**src/rtl/ea_pkg.sv**
```systemverilog
package ea_pkg;

  typedef enum logic [3:0] {
    AM_DREG    = 4'd0,
    AM_AREG    = 4'd1,
    AM_IND     = 4'd2,
    AM_POSTI   = 4'd3,
    AM_PRED    = 4'd4,
    AM_DISP    = 4'd5,
    AM_INDEX   = 4'd6,
    AM_PCDISP  = 4'd7,
    AM_PCINDEX = 4'd8,
    AM_ABSS    = 4'd9,
    AM_ABSL    = 4'd10,
    AM_IMM     = 4'd11
  } amode_e;

  typedef enum logic [1:0] {
    SZ_BYTE = 2'd0,
    SZ_WORD = 2'd1,
    SZ_LONG = 2'd2
  } osize_e;

  typedef enum logic [1:0] {
    MC_NONE = 2'd0,
    MC_IDLE = 2'd1,
    MC_PREF = 2'd2,
    MC_READ = 2'd3
  } mcyc_e;

  // microcycle plan of one operation
  typedef struct packed {
    logic       idle;
    logic [1:0] n_pref;
    logic [1:0] n_read;
  } plan_t;

endpackage

```
**src/rtl/ea_index.sv**
```systemverilog
// Brief extension word decode: index register (word or long) plus 8-bit displacement.
module ea_index #(
  parameter int DW   = 16,
  parameter int NREG = 8
) (
  input  logic [DW-1:0]          ext,
  input  logic [2*NREG*2*DW-1:0] regs,
  output logic [2*DW-1:0]        idx_term
);
  localparam int AW       = 2 * DW;
  localparam int SW       = $clog2(2 * NREG);
  localparam int LONG_BIT = DW - SW - 1;

  logic [SW-1:0] sel;
  logic [AW-1:0] xreg;
  logic [AW-1:0] xval;
  logic [AW-1:0] disp;
  logic          unused_ext_bits;

  assign sel  = ext[DW-1 -: SW];
  assign xreg = regs[int'(sel)*AW +: AW];
  assign xval = ext[LONG_BIT] ? xreg : {{(AW-DW){xreg[DW-1]}}, xreg[DW-1:0]};
  assign disp = {{(AW-8){ext[7]}}, ext[7:0]};
  assign idx_term = xval + disp;
  assign unused_ext_bits = ^ext[LONG_BIT-1:8];
endmodule

```
**src/rtl/ea_addr.sv**
```systemverilog
// Address formation, register write-back and microcycle plan per mode.
module ea_addr import ea_pkg::*; #(
  parameter int DW   = 16,
  parameter int NREG = 8
) (
  input  amode_e                 mode,
  input  logic [$clog2(NREG)-1:0] rnum,
  input  osize_e                 size,
  input  logic [2*NREG*2*DW-1:0] regs,
  input  logic [DW-1:0]          ext0,
  input  logic [DW-1:0]          ext1,
  input  logic [2*DW-1:0]        ia,
  input  logic [2*DW-1:0]        idx_term,
  output logic [2*DW-1:0]        ea,
  output logic                   wb,
  output logic [2*DW-1:0]        wb_val,
  output logic [2*DW-1:0]        init_val,
  output plan_t                  plan
);
  localparam int AW = 2 * DW;
  localparam int RW = $clog2(NREG);

  logic [AW-1:0] an, dn, sx0, pc_base, step;
  logic [1:0]    reads;

  assign an      = regs[(NREG + int'(rnum))*AW +: AW];
  assign dn      = regs[int'(rnum)*AW +: AW];
  assign sx0     = {{(AW-DW){ext0[DW-1]}}, ext0};
  assign pc_base = ia + AW'(2);
  assign reads   = (size == SZ_LONG) ? 2'd2 : 2'd1;

  always_comb begin
    unique case (size)
      SZ_LONG: step = AW'(4);
      SZ_WORD: step = AW'(2);
      default: step = (rnum == RW'(NREG-1)) ? AW'(2) : AW'(1);
    endcase
  end

  always_comb begin
    ea       = '0;
    wb       = 1'b0;
    wb_val   = '0;
    init_val = '0;
    plan     = '0;
    unique case (mode)
      AM_AREG: init_val = an;
      AM_IND: begin
        ea = an;
        plan.n_read = reads;
      end
      AM_POSTI: begin
        ea = an;
        wb = 1'b1;
        wb_val = an + step;
        plan.n_read = reads;
      end
      AM_PRED: begin
        ea = an - step;
        wb = 1'b1;
        wb_val = an - step;
        plan.idle = 1'b1;
        plan.n_read = reads;
      end
      AM_DISP: begin
        ea = an + sx0;
        plan.n_pref = 2'd1;
        plan.n_read = reads;
      end
      AM_INDEX: begin
        ea = an + idx_term;
        plan = '{idle: 1'b1, n_pref: 2'd1, n_read: reads};
      end
      AM_PCDISP: begin
        ea = pc_base + sx0;
        plan.n_pref = 2'd1;
        plan.n_read = reads;
      end
      AM_PCINDEX: begin
        ea = pc_base + idx_term;
        plan = '{idle: 1'b1, n_pref: 2'd1, n_read: reads};
      end
      AM_ABSS: begin
        ea = sx0;
        plan.n_pref = 2'd1;
        plan.n_read = reads;
      end
      AM_ABSL: begin
        ea = {ext0, ext1};
        plan.n_pref = 2'd2;
        plan.n_read = reads;
      end
      AM_IMM: begin
        plan.n_pref = reads;
        unique case (size)
          SZ_LONG: init_val = {ext0, ext1};
          SZ_WORD: init_val = {{(AW-DW){1'b0}}, ext0};
          default: init_val = {{(AW-8){1'b0}}, ext0[7:0]};
        endcase
      end
      default: init_val = dn;
    endcase
  end
endmodule

```
**src/rtl/ea_seq.sv**
```systemverilog
// Microcycle sequencer: idle, prefetch slots, reads, then a done cycle.
module ea_seq import ea_pkg::*; (
  input  logic  clk,
  input  logic  rst_n,
  input  logic  start,
  input  plan_t plan,
  output logic  accept,
  output mcyc_e cyc,
  output logic  busy,
  output logic  done,
  output logic  rd_idx
);
  typedef enum logic [2:0] {SQ_IDLE, SQ_N, SQ_PREF, SQ_READ, SQ_FIN} sq_e;

  sq_e        st_q, st_n;
  logic [1:0] pref_q, pref_n, read_q, read_n;
  logic       idx_q, idx_n;

  function automatic sq_e route(input logic [1:0] p, input logic [1:0] r);
    if (p != 2'd0)      return SQ_PREF;
    else if (r != 2'd0) return SQ_READ;
    else                return SQ_FIN;
  endfunction

  assign accept = start && (st_q == SQ_IDLE);
  assign busy   = (st_q != SQ_IDLE);
  assign done   = (st_q == SQ_FIN);
  assign rd_idx = idx_q;

  always_comb begin
    unique case (st_q)
      SQ_N:    cyc = MC_IDLE;
      SQ_PREF: cyc = MC_PREF;
      SQ_READ: cyc = MC_READ;
      default: cyc = MC_NONE;
    endcase
  end

  always_comb begin
    st_n   = st_q;
    pref_n = pref_q;
    read_n = read_q;
    idx_n  = idx_q;
    unique case (st_q)
      SQ_IDLE: if (accept) begin
        pref_n = plan.n_pref;
        read_n = plan.n_read;
        idx_n  = 1'b0;
        st_n   = plan.idle ? SQ_N : route(plan.n_pref, plan.n_read);
      end
      SQ_N: st_n = route(pref_q, read_q);
      SQ_PREF: begin
        pref_n = pref_q - 2'd1;
        st_n   = route(pref_n, read_q);
      end
      SQ_READ: begin
        read_n = read_q - 2'd1;
        idx_n  = 1'b1;
        st_n   = (read_n != 2'd0) ? SQ_READ : SQ_FIN;
      end
      default: st_n = SQ_IDLE;
    endcase
  end

  always_ff @(posedge clk or negedge rst_n) begin
    if (!rst_n) begin
      st_q   <= SQ_IDLE;
      pref_q <= 2'd0;
      read_q <= 2'd0;
      idx_q  <= 1'b0;
    end else begin
      st_q   <= st_n;
      pref_q <= pref_n;
      read_q <= read_n;
      idx_q  <= idx_n;
    end
  end
endmodule

```
**src/rtl/ea_unit.sv**
```systemverilog
module ea_unit import ea_pkg::*; #(
  parameter int DW   = 16,
  parameter int NREG = 8
) (
  input  logic                          clk,
  input  logic                          rst_n,
  input  logic                          start,
  input  logic [3:0]                    mode,
  input  logic [$clog2(NREG)-1:0]       reg_num,
  input  logic [1:0]                    size,
  input  logic [2*NREG*2*DW-1:0]        regs,
  input  logic [DW-1:0]                 ext0,
  input  logic [DW-1:0]                 ext1,
  input  logic [2*DW-1:0]               instr_addr,
  output logic [1:0]                    cyc,
  output logic                          busy,
  output logic [2*DW-1:0]               bus_addr,
  input  logic [DW-1:0]                 bus_din,
  output logic                          done,
  output logic [2*DW-1:0]               ea,
  output logic [2*DW-1:0]               operand,
  output logic                          wb_en,
  output logic [$clog2(NREG)-1:0]       wb_reg,
  output logic [2*DW-1:0]               wb_val
);
  localparam int AW = 2 * DW;
  localparam int RW = $clog2(NREG);

  logic [AW-1:0] idx_term, ea_c, wbv_c, init_c;
  logic          wb_c, accept, rd_idx;
  plan_t         plan_c;
  mcyc_e         cyc_e;

  logic [AW-1:0] ea_q, ea_n, wbv_q, wbv_n, op_q, op_n;
  logic          wb_q, wb_n;
  logic [RW-1:0] wbr_q, wbr_n;
  osize_e        sz_q, sz_n;

  ea_index #(.DW(DW), .NREG(NREG)) u_idx (
    .ext(ext0), .regs(regs), .idx_term(idx_term)
  );

  ea_addr #(.DW(DW), .NREG(NREG)) u_addr (
    .mode(amode_e'(mode)), .rnum(reg_num), .size(osize_e'(size)), .regs(regs),
    .ext0(ext0), .ext1(ext1), .ia(instr_addr), .idx_term(idx_term),
    .ea(ea_c), .wb(wb_c), .wb_val(wbv_c), .init_val(init_c), .plan(plan_c)
  );

  ea_seq u_seq (
    .clk(clk), .rst_n(rst_n), .start(start), .plan(plan_c), .accept(accept),
    .cyc(cyc_e), .busy(busy), .done(done), .rd_idx(rd_idx)
  );

  always_comb begin
    ea_n  = ea_q;
    wb_n  = wb_q;
    wbv_n = wbv_q;
    wbr_n = wbr_q;
    sz_n  = sz_q;
    op_n  = op_q;
    if (accept) begin
      ea_n  = ea_c;
      wb_n  = wb_c;
      wbv_n = wbv_c;
      wbr_n = reg_num;
      sz_n  = osize_e'(size);
      op_n  = init_c;
    end else if (cyc_e == MC_READ) begin
      unique case (sz_q)
        SZ_LONG: if (rd_idx) op_n[DW-1:0] = bus_din;
                 else        op_n[AW-1:DW] = bus_din;
        SZ_WORD: op_n = {{(AW-DW){1'b0}}, bus_din};
        default: op_n = {{(AW-8){1'b0}}, bus_din[7:0]};
      endcase
    end
  end

  always_ff @(posedge clk or negedge rst_n) begin
    if (!rst_n) begin
      ea_q  <= '0;
      wb_q  <= 1'b0;
      wbv_q <= '0;
      wbr_q <= '0;
      sz_q  <= SZ_BYTE;
      op_q  <= '0;
    end else begin
      ea_q  <= ea_n;
      wb_q  <= wb_n;
      wbv_q <= wbv_n;
      wbr_q <= wbr_n;
      sz_q  <= sz_n;
      op_q  <= op_n;
    end
  end

  assign cyc      = cyc_e;
  assign bus_addr = ea_q + {{(AW-2){1'b0}}, rd_idx, 1'b0};
  assign ea       = ea_q;
  assign operand  = op_q;
  assign wb_en    = done && wb_q;
  assign wb_reg   = wbr_q;
  assign wb_val   = wbv_q;
endmodule

```
**config.mk**
```make
export PLATFORM = sky130hd
export DESIGN_NAME = ea_unit
export DESIGN_NICKNAME = d
export VERILOG_FILES = /design/src/rtl/ea_pkg.sv /design/src/rtl/ea_index.sv /design/src/rtl/ea_addr.sv /design/src/rtl/ea_seq.sv /design/src/rtl/ea_unit.sv
export SDC_FILE = /design/constraint.sdc
export NUM_CORES = 1
export LEC_CHECK = 0
export CAP_MARGIN = 20
export CORE_AREA = 2 2 292 294
export DETAILED_ROUTE_END_ITERATION = 8
export DIE_AREA = 0 0 294 296
export SETUP_SLACK_MARGIN = 0.15
export SYNTH_ARGS = -nofsm -noshare
export SYNTH_HDL_FRONTEND = slang
export SYNTH_SLANG_ARGS = --single-unit
```
**constraint.sdc**
```tcl
create_clock -name clk -period 2.91 [get_ports clk]
set_clock_uncertainty 0.05 [all_clocks]
set_input_delay 0.582 -clock clk [delete_from_list [all_inputs] [get_ports clk]]
set_output_delay 0.582 -clock clk [all_outputs]
set_load 0.05 [all_outputs]
```
==> metrics.md, run 1 <==
| Metric | Value |
|---|---|
| Full die area | 0.08702 sq mm |
| Setup violations, final | 80 |
| Pre-antenna DRT Iters | 7 |
| Initial Util | a little over a quarter |
| Floorplan row count | 107 |
| Post-synth EDFFs | 0 |
| Max Root-Sink Buffers | 2 |
| IR drop worst, VDD | 0.5136 mV |
| Rel. slew slack | 50.68% |
| Syn. warnings | 0 |
| Nets | 4827 |
| Routed vias/inst | around 5.7 |
| Worst hold margin | between 0.1 and 0.15 ns |
| Syn Area/Cell | a little under 9 sq um |
| Pwr dens | 500.1 mW/mm^2 |
| Routed Antenna Nets | 0 |
| Largest net degree at the start of global routing | 103 |
| Initial DRC Count | between 2000 and 3000 |
| Total chip power | 21.90 mW |
| Adder-Cell Fraction of Synth Area | a little under 7% |
| Layout area overhead | 98.25% |
| Fin. Hold Viols | 0 |
| Drt total wl | 156.3 mm |
| Routability cong. | 1.038 |
| Pre-CTS WS | -3.968 ns |
| # fillers | 7698 |
| Xor/xnor share of the synthesized area | 5.908% |
| Area share of the largest cell type after synthesis | 26.61% |
| Clock-pin slew on the worst setup and hold paths | 0.09 ns |
| CP Max Fanout | 6 |
| Mux cell area share after synthesis | 32.26% |
| Vias in the first global route | 29170 |
| Inserted Clock Buffers | 9 |
| Via count | 29980 |
| Synth area leaders | mux4_2 (27%), dfrtp_1 (12%), ha_1 (6.3%) |
| Critical path class | in -> reg |
| CTS tree | done |
| PnR worst setup slack | -3.078 ns |
| Worst hold path type | in -> async |
| WP data required | 3.17 ns |
| Compound-Gate Fraction of Synth Area | 20.56% |
| GR Overflow Total | 0 |
| H-Tree Depth | 3 |
| Final min period | 5.988 ns |
| Startpoint Class | primary input |
| Type of destination of the critical path | flop |
| Gate Count Post-Synth | ~2500 |
| Critical Path Max Stage Delay | 0.54 ns |
| Leak | 18.37 nW |
| Final slew viol count | 0 |
| Die height | 296 um |
| Sequential share of the synthesized area | 12.46% |
| Skew-Pair Late Insertion Delay | 0.41 ns |
| IO Count | 740 |
| Die X | 294 um |
| Sequential Area | between 0.002 and 0.003 sq mm |
| DRC violation count after routing | 0 |
| Failing checks | setup timing |
| Top FF cell, synth | dfrtp_1 |
| FF-to-FF path depth | 8 |
| Mapped Area | between 0.02 and 0.025 sq mm |
| Port bufs | 739 |
| Hold bufs inserted after CTS | 0 |
| First-pass GRT wire length | 214.9 mm |
| Post-Synth Simple-Gate Area | about 17% |
| CP max stage cell | mux4_2 |
| Worst Max-Slew Pin Slew | 0.7398 ns |
| Drt wl/cell | 29.73 um |
| Largest family of logic cells by synthesized area | multiplexers |
| Fin crit share | 205.8% |
| Layout cell share with drive strength beyond 1 | 46.62% |
| Largest area contributor in the netlist | mux4_2 |
| Yosys reg bits | 110 |
| Ys async rst share | 100.0% |
| Max cap viols | 0 |
| CTS root buf | clkbuf_16 |
| Mapped Nets | ~3200 |
| Hpwl dp | 132.3 mm |
| Unrepaired setup endpoints after global routing | yes |
| Core Region | 0.08421 sq mm |
| Highest Clock Rate | 167.0 MHz |
| Critical Path AT | 6.24 ns |
| TritonCTS Sinks | 110 |
| Status | complete, but fails checks |
| Count of cell types in the netlist | 89 |
| Multi-input logic area | 0.02218 sq mm |
| All-layer global routing usage | 34.65% |
| Initial antenna violation count | 65 |
-- power breakdown --
group | switching (mW) | internal, mW | total [mW]
sequential | 0.694 | 2.19 | 2.89
combinational | 9.78 | 7.85 | 17.6
clock | 0.756 | 0.627 | 1.38
total | 11.2 | 10.7 | 21.9
-- routing by layer --
metal	track usage [%]	wire length, um	share of wire (%)
met5	0	45	0.029
met4	17.62	9675	6.2
met3	7.465	13760	8.8
met2	55.56	71900	46
met1	44.00	60960	39
-- logic make-up (layout without fill, tap and decap cells) --
family                     after synthesis  count (layout)
adders and majority gates              116             116
xor gates and xnor gates               149             149
other                                    0              57
muxes                                  343             343
AOI/OAI and AO/OA                      711             711
buffers and inverters                  258            1871
and+or+nand+nor                        812             812
DFF                                    110             110
-- worst paths after layout --
path / endpoint / startpoint / slack [ns]
worst max-delay path: ea[29]$_DFFE_PN0P_ / ext0[12] / -3.08
worst min-delay path: u_seq.read_q[1]$_DFFE_PN0P_ / rst_n / 0.13
worst max register to register: ea[30]$_DFFE_PN0P_ / u_seq.st_q[1]$_DFFE_PN0P_ / 0.79
worst min register to register: wb_reg[1]$_DFFE_PN0P_ / wb_reg[1]$_DFFE_PN0P_ / 0.43
max in group asynchronous: operand[30]$_DFFE_PN0P_ / rst_n / 1.96
min in group clk: wb_reg[1]$_DFFE_PN0P_ / wb_reg[1]$_DFFE_PN0P_ / 0.43
-- per-stage QoR --
| stage | util (%) | TNS, ns | cells | instance area [sq um] |
|---|---|---|---|---|
| CTS | 49.44 | -95.67 | 5148 | 41630 |
| detailed placement | 45.45 | -158.38 | 5030 | 38270 |
| finish | 52.01 | -101.50 | 5259 | 43790 |
| global placement | 45.45 | -156.79 | 5030 | 38270 |
| global route | 51.97 | -111.37 | 5246 | 43760 |
| floorplan | - | -120.70 | 2499 | 23310 |
-- cell usage in the layout, fill, tap and decap left out, types with 27 or more instances in the layout --
| cell | synthesis | layout |
|---|---|---|
| o211ai_1 | 27 | 27 |
| a21oi_2 | 1 | 40 |
| mux4_2 | 261 | 266 |
| nor3_1 | 68 | 44 |
| buf_4 | 3 | 843 |
| clkdlybuf4s50_1 | 0 | 530 |
| inv_1 | 82 | 74 |
| o21ai_1 | 1 | 75 |
| a21o_1 | 47 | 46 |
| ha_4 | 0 | 40 |
| o21ai_0 | 201 | 65 |
| nand2_1 | 306 | 268 |
| dlymetal6s2s_1 | 0 | 32 |
| xnor2_1 | 91 | 53 |
| nand3_1 | 92 | 72 |
| ha_1 | 111 | 69 |
| nor2_1 | 164 | 116 |
| diode_2 | 0 | 57 |
| o21ai_2 | 0 | 45 |
| xor2_1 | 58 | 41 |
| mux2i_1 | 44 | 39 |
| a31oi_1 | 35 | 27 |
| buf_12 | 3 | 83 |
| dlygate4sd2_1 | 0 | 128 |
| buf_6 | 2 | 124 |
| a21oi_1 | 155 | 98 |
| dfrtp_1 | 110 | 102 |
-- Yosys cell counts, drive strengths merged (8+ instances only) --
cell / n
a31oi: 35
xor2: 58
a21oi: 156
a221oi: 29
o22ai: 29
o21bai: 9
nor3b: 8
or4: 8
nor2b: 15
a222oi: 9
mux4: 285
nand2b: 23
or2: 9
nand2: 306
mux2: 11
a22o: 14
buf: 64
o31ai: 27
nand4: 22
o21ai: 202
ha: 111
xnor2: 91
o21a: 19
nand3: 92
nor3: 69
clkbuf: 111
inv: 83
nor4: 11
nor2: 165
and3: 22
and2: 20
o211ai: 27
o221ai: 14
a21o: 47
dfrtp: 110
mux2i: 47
or3: 22
a22oi: 24
a211oi: 23
-- what timing repair did --
action                     4_1_cts  5_1_grt
cloned                           3        0
buffers inserted                99       55
setup endpoints to repair      102      102
resized for setup              653      334
pin swaps                      207      182
-- area by class of cell --
type	instances	area share (%)
tap	1090	3.114
antenna	57	0.3257
multi-input combinational	2131	50.65
timing repair buffer	1772	38.15
clock inverter	7	0.2029
sequential	110	6.308
clock buffer	9	0.5143
inverter	83	0.7285
-- worst max-delay path: cells and delay by family --
kind	cells	cell delay (ns)
mux	2	1.06
compound gates	10	1.40
simple gates	8	1.52
buf+inv	5	0.55
xor+xnor	2	0.37
fa+ha+maj	3	0.72
(Power assumes the default switching activity.)
==> run 2, diff against run 1 <==
--- a/config.mk
+++ b/config.mk
@@ -6,10 +6,11 @@
 export NUM_CORES = 1
 export LEC_CHECK = 0
 export CAP_MARGIN = 20
-export CORE_AREA = 2 2 292 294
+export CORE_AREA = 2 2 286 288
 export DETAILED_ROUTE_END_ITERATION = 8
-export DIE_AREA = 0 0 294 296
+export DIE_AREA = 0 0 288 290
 export SETUP_SLACK_MARGIN = 0.15
 export SYNTH_ARGS = -nofsm -noshare
 export SYNTH_HDL_FRONTEND = slang
+export SYNTH_HIERARCHICAL = 1
 export SYNTH_SLANG_ARGS = --single-unit
==> metrics.md, run 2 <==
| Metric | Value |
|---|---|
| Status | complete, but fails checks (unchanged) |
| Failing checks | setup timing (unchanged) |
| Top FF cell, synth | dfrtp_1 (unchanged) |
| Die X | 288 um (was 294 um) |
| Final slew viol count | 0 (unchanged) |
| Count of cell types in the netlist | 99 (was 89) |
| Initial antenna violation count | 104 (was 65) |
| Pwr dens | 554.4 mW/mm^2 (was 500.1 mW/mm^2) |
| Critical Path AT | 5.98 ns (was 6.24 ns) |
| Critical Path Max Stage Delay | 0.52 ns (was 0.54 ns) |
| H-Tree Depth | 3 (unchanged) |
| Gate Count Post-Synth | 2458 (was 2499) |
| Routability cong. | 1.090 (was 1.038) |
| Cell area after layout | 0.04352 sq mm (was 0.04379 sq mm) |
| Max Root-Sink Buffers | 2 (unchanged) |
| Drt total wl | 162.9 mm (was 156.3 mm) |
| Drt wl/cell | 31.34 um (was 29.73 um) |
| Largest net degree at the start of global routing | 74 (was 103) |
| Type of destination of the critical path | flop (unchanged) |
| CTS tree | done (unchanged) |
| Ys async rst share | 100.0% (unchanged) |
| Syn Area/Cell | 9.350 sq um (was 8.840 sq um) |
| Post-synth EDFFs | 0 (unchanged) |
| Final min period | 5.779 ns (was 5.988 ns) |
| Startpoint Class | primary input (unchanged) |
| TritonCTS Sinks | 110 (unchanged) |
| Leak | 18.38 nW (was 18.37 nW) |
| Full die area | 0.08352 sq mm (was 0.08702 sq mm) |
| Placed cell area | 0.03897 sq mm (was 0.03827 sq mm) |
| Largest area contributor in the netlist | mux4_2 (unchanged) |
| Final Util | 54.30% (was 52.01%) |
| Most frequent cells in the layout | buf_4 (869), clkdlybuf4s50_1 (557), mux4_2 (283) (was buf_4 (843), clkdlybuf4s50_1 (530), nand2_1 (268)) |
| Core Region | 0.08016 sq mm (was 0.08421 sq mm) |
| PnR worst setup slack | -2.869 ns (was -3.078 ns) |
| Count leader, synth | mux4_2 (was nand2_1) |
| Synth area leaders | mux4_2 (28%), dfrtp_1 (12%), ha_1 (6.5%) (was mux4_2 (27%), dfrtp_1 (12%), ha_1 (6.3%)) |
| Yosys reg bits | 110 (unchanged) |
| Mapped Area | 0.02298 sq mm (was 0.02209 sq mm) |
| Port bufs | 739 (unchanged) |
| Fin crit share | 198.6% (was 205.8%) |
| # fillers | 7398 (was 7698) |
| Rel. slew slack | 46.03% (was 50.68%) |
| CTS root buf | clkbuf_16 (unchanged) |
| Via count | 30210 (was 29980) |
| GR Overflow Total | 0 (unchanged) |
| Inserted Clock Buffers | 9 (unchanged) |
| Nets | 4785 (was 4827) |
| Pre-CTS WS | -3.401 ns (was -3.968 ns) |
| CP Max Fanout | 9 (was 6) |
| Critical path class | in -> reg (unchanged) |
| Clock-pin slew on the worst setup and hold paths | 0.08 ns (was 0.09 ns) |
| # placed instances | 4951 (was 5030) |
| Skew-Pair Late Insertion Delay | 0.36 ns (was 0.41 ns) |
| Vias in the first global route | 29950 (was 29170) |
| Mapped Nets | 3187 (was 3219) |
| Initial DRC Count | 2965 (was 2673) |
| DRC violation count after routing | 0 (unchanged) |
| Syn. warnings | 6 (was 0) |
| Worst Max-Slew Pin Slew | 0.8079 ns (was 0.7398 ns) |
| Routed vias/inst | 5.814 (was 5.701) |
| Floorplan row count | 104 (was 107) |
| CP max stage cell | mux4_2 (unchanged) |
| Synth cell count leaders | mux4_2 (283), nand2_1 (231), a21oi_1 (157) (was nand2_1 (306), mux4_2 (261), o21ai_0 (201)) |
| Layout Cells excl Fill | 5196 (was 5259) |
| Area share of the largest cell type after synthesis | 27.73% (was 26.61%) |
| Most common cell after layout, fill and taps aside | buf_4 (unchanged) |
| Fin. Hold Viols | 0 (unchanged) |
| First-pass GRT wire length | 221.1 mm (was 214.9 mm) |
| Worst hold margin | 0.09351 ns (was 0.1261 ns) |
| Layout area overhead | 89.37% (was 98.25%) |
| IR drop worst, VDD | 0.5342 mV (was 0.5136 mV) |
| Worst hold path type | in -> async (unchanged) |
| Hpwl dp | 139.3 mm (was 132.3 mm) |
| Pre-antenna DRT Iters | 8 (was 7) |
| Die height | 290 um (was 296 um) |
| Max cap viols | 0 (unchanged) |
| All-layer global routing usage | 37.37% (was 34.65%) |
| Routed Antenna Nets | 0 (unchanged) |
| Highest Clock Rate | 173.0 MHz (was 167.0 MHz) |
| WP data required | 3.11 ns (was 3.17 ns) |
| Layout cell share with drive strength beyond 1 | 46.05% (was 46.62%) |
| Cell mode on critical path | nand2_1 |
| Initial Util | 28.67% (was 26.23%) |
| Sequential share of the synthesized area | 11.98% (was 12.46%) |
| Unrepaired setup endpoints after global routing | yes (unchanged) |
| IO Count | 740 (unchanged) |
| Setup violations, final | 67 (was 80) |
==> run 2: worst paths after layout <==
kind,from,to,slack (ns),cells after the start
max,ext0[12],ea[29]$_DFFE_PN0P_,-2.87,25
min,rst_n,ea[27]$_DFFE_PN0P_,0.09,1
max reg2reg,u_seq/st_q[0]$_DFFE_PN0P_,wb_val[12]$_DFFE_PN0P_,0.80,5
min reg2reg,operand[31]$_DFFE_PN0P_,operand[31]$_DFFE_PN0P_,0.45,2
max in group asynchronous,rst_n,ea[20]$_DFFE_PN0P_,1.89,2
min in group clk,operand[31]$_DFFE_PN0P_,operand[31]$_DFFE_PN0P_,0.45,2
==> run 2: cell type report <==
class	count	area (sq um)	area share, %
flip-flops and latches	110	2779	6.385
clock inverters	7	97.59	0.2242
clock buffers	9	225.2	0.5175
diodes	75	187.7	0.4312
repair buffers	1769	16720	38.41
inverters	50	190.2	0.4370
well taps	1060	1326	3.047
multi-input cells	2116	22000	50.54
==> run 2: routing by layer <==
metal / track usage [%] / wire length [um]
met3: 11.64 / 17260
met2: 55.99 / 71260
met4: 27.13 / 13910
met5: 0 / 309
met1: 45.05 / 60120
==> run 2: power by group <==
group	switching, mW	leakage (nW)	internal, mW	total [mW]
sequential	0.667	1.42	2.12	2.79
combinational	10.6	16.8	9.40	20.0
clock	0.650	0.159	0.698	1.35
==> run 2: metrics by stage <==
| stage | power, mW | setup TNS (ns) |
|---|---|---|
| after global routing | 25.09 | -105.12 |
| after floorplan | 12.00 | -99.70 |
| final | 24.13 | -100.60 |
| after CTS | 22.70 | -89.00 |
| after global placement | 19.80 | -147.19 |
| after detailed placement | 19.88 | -149.69 |
==> run 2: worst max-delay path: cells and delay by family <==
kind	cells	cell delay, ns
simple gates	6	1.19
buf+inv	4	0.59
mux	4	1.48
fa+ha+maj	2	0.59
xor+xnor	1	0.20
compound gates	8	1.30
==> run 2: kinds of logic (layout without fill, tap and decap cells) <==
kind of cell,count (synthesis),in the layout,share of synthesized area (%)
AOI/OAI and AO/OA,643,643,18.27
xor gates and xnor gates,183,183,6.974
adders and majority gates,125,125,6.968
buffers and inverters,233,1835,4.546
DFF,110,110,11.98
muxes,472,472,36.49
other,0,75,0
and+or+nand+nor,692,693,14.78
==> run 2: what timing repair did <==
item / in CTS / in global routing
pin swaps: 139 / 111
buffers inserted: 55 / 86
setup endpoints to repair: 108 / 108
hold endpoints to repair: 0 / 0
gates cloned: 9 / 4
resized for setup: 430 / 310
hold buffers: 0 / 0
